### config.mk
export PLATFORM = sky130hd
export DESIGN_NAME = evt_status_irq
export DESIGN_NICKNAME = d
export VERILOG_FILES = /design/src/rtl/evt_status_irq.sv
export SDC_FILE = /design/constraint.sdc
export NUM_CORES = 1
export LEC_CHECK = 0
export ABC_AREA = 0
export BUFFER_PORTS_ARGS = -buffer_cell sky130_fd_sc_hd__buf_2
export CAP_MARGIN = 10
export CORE_ASPECT_RATIO = 0.8
export CORE_MARGIN = 3
export CORE_UTILIZATION = 44
export DETAILED_ROUTE_END_ITERATION = 8
export PLACE_DENSITY = 0.84
export SYNTH_ARGS = -nofsm -noshare
export SYNTH_HDL_FRONTEND = slang
export SYNTH_SLANG_ARGS = --single-unit
### constraint.sdc
create_clock -name clk -period 1 [get_ports clk]
set_input_delay 0.2 -clock clk [delete_from_list [all_inputs] [get_ports clk]]
set_output_delay 0.2 -clock clk [all_outputs]
set_load 0.05 [all_outputs]
### src/rtl/evt_status_irq.sv
module evt_status_irq #(
  parameter int NCH = 7,
  parameter int DW  = 8,
  parameter int AW  = 2
) (
  input  logic           clk,
  input  logic           rst_n,
  input  logic [NCH-1:0] evt_i,
  input  logic           rd_en,
  input  logic           wr_en,
  input  logic [AW-1:0]  addr,
  input  logic [DW-1:0]  wdata,
  output logic [DW-1:0]  rdata,
  output logic           irq_o,
  output logic [1:0]     irq_level
);
  localparam logic [AW-1:0] A_STAT = AW'(0);
  localparam logic [AW-1:0] A_MASK = AW'(1);
  localparam logic [AW-1:0] A_PRIO = AW'(2);

  logic [NCH-1:0] status, mask;
  logic [1:0]     prio;
  logic [DW-1:0]  rd_mux;
  logic           unused_wdata;

  wire rd_stat = rd_en && (addr == A_STAT);
  wire [NCH-1:0] clr = status & {NCH{rd_stat}};

  assign unused_wdata = &{1'b0, wdata[DW-1:NCH]};

  always_comb begin
    rd_mux = '0;
    case (addr)
      A_STAT:  rd_mux[NCH-1:0] = status;
      A_MASK:  rd_mux[NCH-1:0] = mask;
      A_PRIO:  rd_mux[1:0]     = prio;
      default: rd_mux = '0;
    endcase
  end

  always_ff @(posedge clk) begin
    if (!rst_n) status <= '0;
    else        status <= (status & ~clr) | evt_i;
  end

  always_ff @(posedge clk) begin
    if (!rst_n) begin
      mask <= '0;
      prio <= '0;
    end else if (wr_en) begin
      if (addr == A_MASK) mask <= wdata[NCH-1:0];
      if (addr == A_PRIO) prio <= wdata[1:0];
    end
  end

  always_ff @(posedge clk) begin
    if (!rst_n)     rdata <= '0;
    else if (rd_en) rdata <= rd_mux;
  end

  assign irq_o     = (prio != 2'd0) && |(status & mask);
  assign irq_level = prio;
endmodule

Word-level counts from Yosys, hierarchy flattened:

Index checks and enable logic that the tools add are counted.

* bits in registers: 23
* input port bits: 21

* eq/ne operators: 2
* mux-type cells: 2
* bitwise operators: 5
* reductions and logical operators: 7

Operators with widths (number)
* bitwise AND 7 bit: 3
* case mux 5 bit (2 select lines): 1
* inverter 7 bit: 1
* OR 7 bit: 1
* OR reduction 7 bit: 1
* case mux 2 bit (3 select lines): 1
* AND reduction 2 bit: 2
* equality test 2 x 1 -> 1 bit, second input constant: 1
* equality test 2 bit, second input constant: 1
* logical AND 1 bit: 2
* logical NOT 2 bit: 1
* nonzero test 2 bit: 1

Longest topological paths before layout:

* depth in word-level cells: 6
* depth in mapped cells: 5
* gate-level depth less buffers: 3

Least setup slack after synthesis:

OpenSTA, ideal clock, no wires.

* path kind: register to output
* start: reg prio[0] (netlist: irq_level[0])
* end: out irq_o
* arrival: 1566 ps
* setup slack: -766 ps
* cell stages (with the launch flop): 3
* path through: dfxtp_1 nor2_1 a31oi_1

* word-level cells in the longest chain between the ends: 2

RTL lines
* start: declaration: RTL line 22 `logic [1:0] prio;`
* start signal: assignment: RTL line 52 `if (addr == A_PRIO) prio <= wdata[1:0];`
* nonzero test 2 bit: RTL line 61 `assign irq_o = (prio != 2'd0) && |(status & mask);`
* logical AND 1 bit: RTL line 61
* end: declaration: RTL line 14 `output logic irq_o,`

Every way passes these cells.

Worst setup path after layout:

* start: reg mask[2]
* end: out irq_o

* word-level cells in the longest chain between the ends: 3

RTL lines
* start: declaration: RTL line 21 `logic [NCH-1:0] status, mask;`
* start signal: assignment: RTL line 51 `if (addr == A_MASK) mask <= wdata[NCH-1:0];`
* bitwise AND 7 bit: RTL line 61
* OR reduction 7 bit: RTL line 61
* logical AND 1 bit: RTL line 61

Every way passes these cells.

==> flow_summary.ini <==
[status]
status = finished, violations left
violations = setup timing

[finish]
diodes = 0
area_growth_pct = 48.5
fill_cells = 149
postLayoutCoreUtil_pct = 75.1
instances_no_fill = 181
drive_gt1_share_pct = 50.3
layout.nets = 179
multi_input_area_sq_um = 517
ff_latch_area_sq_um = 475

[sta]
finalClockSkew_ns = 0.00368
setup_tns_ns = -1.13
max_freq_ghz = 0.619
rsz0062_at_grt = yes
setup_violations = 10
period_minus_slack_ns = 1.62
drv_slew = 0
fin_ws_ns = -0.616
fin_crit_sh_pct = 162
finalHoldViolations = 0

[worst_setup_path]
r2r_end = rdata[2]
r2r_slack_ns = 0.05
worst_r2r_path_depth = 4
critPathCaptureType = output port
critical_path_class = reg2out
crit_path_start_kind = flip-flop
crit_fanout = 2
slowest_delay_ns = 0.33
crit_chain = a222oi_1 > buf_4 > a31oi_4 > buf_6
cp.arrival_ns = 1.42
critPathLaunch = mask[2]
slowest_stage = dfxtp_1
crit_required_ns = 0.80
critPathCapture = irq_o
reg2reg_from = mask[2]

[floorplan]
fp-row-count = 14
die_h_um = 49.2
core_region_area_sq_um = 2030
die_x_um = 60.0
dieArea_sq_um = 2950
ios = 32
start_util_pct = 50.6

[yosys]
ys_seq_area_share_pct = 44.8
yosys_warnings = 0
synth_edf_count = 0
synthesis.area_per_instance_sq_um = 9.78
synth.distinct_cells = 24
yosys_most_used_dff = dfxtp_1
syn_inst = 105
syn_nets = 126
synth_area_sq_um = 1030
synthArstFlopShare_pct = 0
ys_ff_latch = 23

[drt]
drt_iter0_drc = 43
drcViolationCount = 0
wl_per_cell_um = 13.6
via_count = 917
avgViaCountPerCell = 5.07
wl_mm = 2.47
drt-pass1-iter-count = 4
ant_nets = 0

[placed_design]
dpl.hpwl_mm = 1.89
place_congestion = 0.756
numPlacedInstances = 175
numPortBuffers = 29

[worst_hold_path]
min_path_type = in2reg

[global_route]
antenna_found_initial = 0
grt_pass1_vias = 912
grt_max_degree = 14
grt_overflow = 0
grt_pass1_wl_mm = 4.06
grt_usage_pct = 18.9

[flow_run]
drv_cap = 0

[clock_tree]
clk_path_buf_depth = 2
clock-sinks = 23
clkTransAtPathRegs_ns = 0.12
cts_made_buffers = 3
cts_tree = done
hold_buffers = 0
clk_latency_ns = 0.33
clockRootBuffer = clkbuf_4
htreeDepth = 1

[power_and_ir_drop]
ir_drop_mv = 1.02
p_per_area_nw_per_um2 = 1180
leakage_nw = 0.687
## worst max-delay path: cells and delay by family, from the launching register on
kind                   cells  cell delay [ns]
AOI/OAI and AO/OA          2             0.41
DFF                        1             0.33
buffers and inverters      2             0.35
## timing repair
| item | in CTS | in global routing |
|---|---|---|
| endpoints found under the setup margin | 10 | 12 |
| setup buffers | 0 | 3 |
| gates resized for setup | 32 | 9 |
| endpoints found under the hold margin | 0 | 0 |
| pin swaps | 2 | 2 |
## worst min path at each step
stage	end	slack (ns)	start	cells after the start
floorplan	status[0]	0.33	evt_i[0]	2
global placement	status[3]	0.43	evt_i[3]	3
detailed placement	status[4]	0.44	evt_i[4]	3
CTS	status[0]	0.1	evt_i[0]	3
global route	status[4]	0.09	evt_i[4]	3
finish	status[0]	0.10	evt_i[0]	3
## state kept, by name (all words and copies together) (netlist names)
name       flops
status         7
mask           7
irq_level      2
rdata          7
## stage by stage
stage	setup slack [ns]	area [sq um]	hold slack [ns]	power, mW
2_1_floorplan	-0.199	1050	0.331	1.20
3_3_place_gp	-0.297	1370	0.429	1.33
3_5_place_dp	-0.313	1370	0.443	1.34
4_1_cts	-0.636	1490	0.0982	1.80
5_1_grt	-0.696	1530	0.0901	1.89
6_report	-0.616	1530	0.101	1.80
## routing by layer
layer	global-route usage (%)	wire length (um)	share of wire [%]
met5	0	0	0
met4	9.59	54	2.2
met3	5.82	187	7.6
met2	30.0	1170	47
met1	22.4	1060	43
## cells in the mapped netlist (all sizes together), types with 3 or more instances
cell	count	area share [%]
o22ai	5	3.0
dfxtp	23	45
and2	5	3.0
a21oi	7	6.0
buf	5	3.8
inv	5	1.8
a31oi	3	1.8
nor2b	15	9.1
nand2	4	1.5
mux2i	14	14
## cells by family (layout without fill, tap and decap cells)
logic type / count (synthesis) / after routing / synth area share [%]
other: 1 / 1 / 0.365
flip-flops: 23 / 23 / 44.8
AO/OA/AOI/OAI: 22 / 22 / 15.7
buffers and inverters: 12 / 64 / 6.33
AND/OR/NAND/NOR: 33 / 33 / 19.1
multiplexers: 14 / 14 / 13.6
## report_power, final
group / internal (mW) / total, mW / switching, mW
Sequential: 0.962 / 0.989 / 0.0267
Clock: 0.150 / 0.442 / 0.291
Combinational: 0.192 / 0.375 / 0.183
Total: 1.30 / 1.80 / 0.500
## layout by cell type (no fill, tap or decap), drive strengths merged
cell,n
buf,55
nor2b,15
mux2i,14
a21boi,2
a21oi,7
a31oi,3
nand3b,2
inv,5
nand3,2
nand2b,1
clkinv,1
or3b,1
o22ai,5
nor2,1
a22oi,2
a222oi,1
and2,5
conb,1
o21ai,2
dfxtp,23
or2,2
nand2,4
clkbuf,3
## cell type report
type                            count  area share (%)
Clock buffer                        3            1.48
Clock inverter                      1           0.328
Inverter                            5            1.23
Multi-Input combinational cell     70            33.9
Sequential cell                    23            31.2
Tap cell                           24            1.97
Timing Repair Buffer               55            29.9
(Power assumes the default switching activity.)
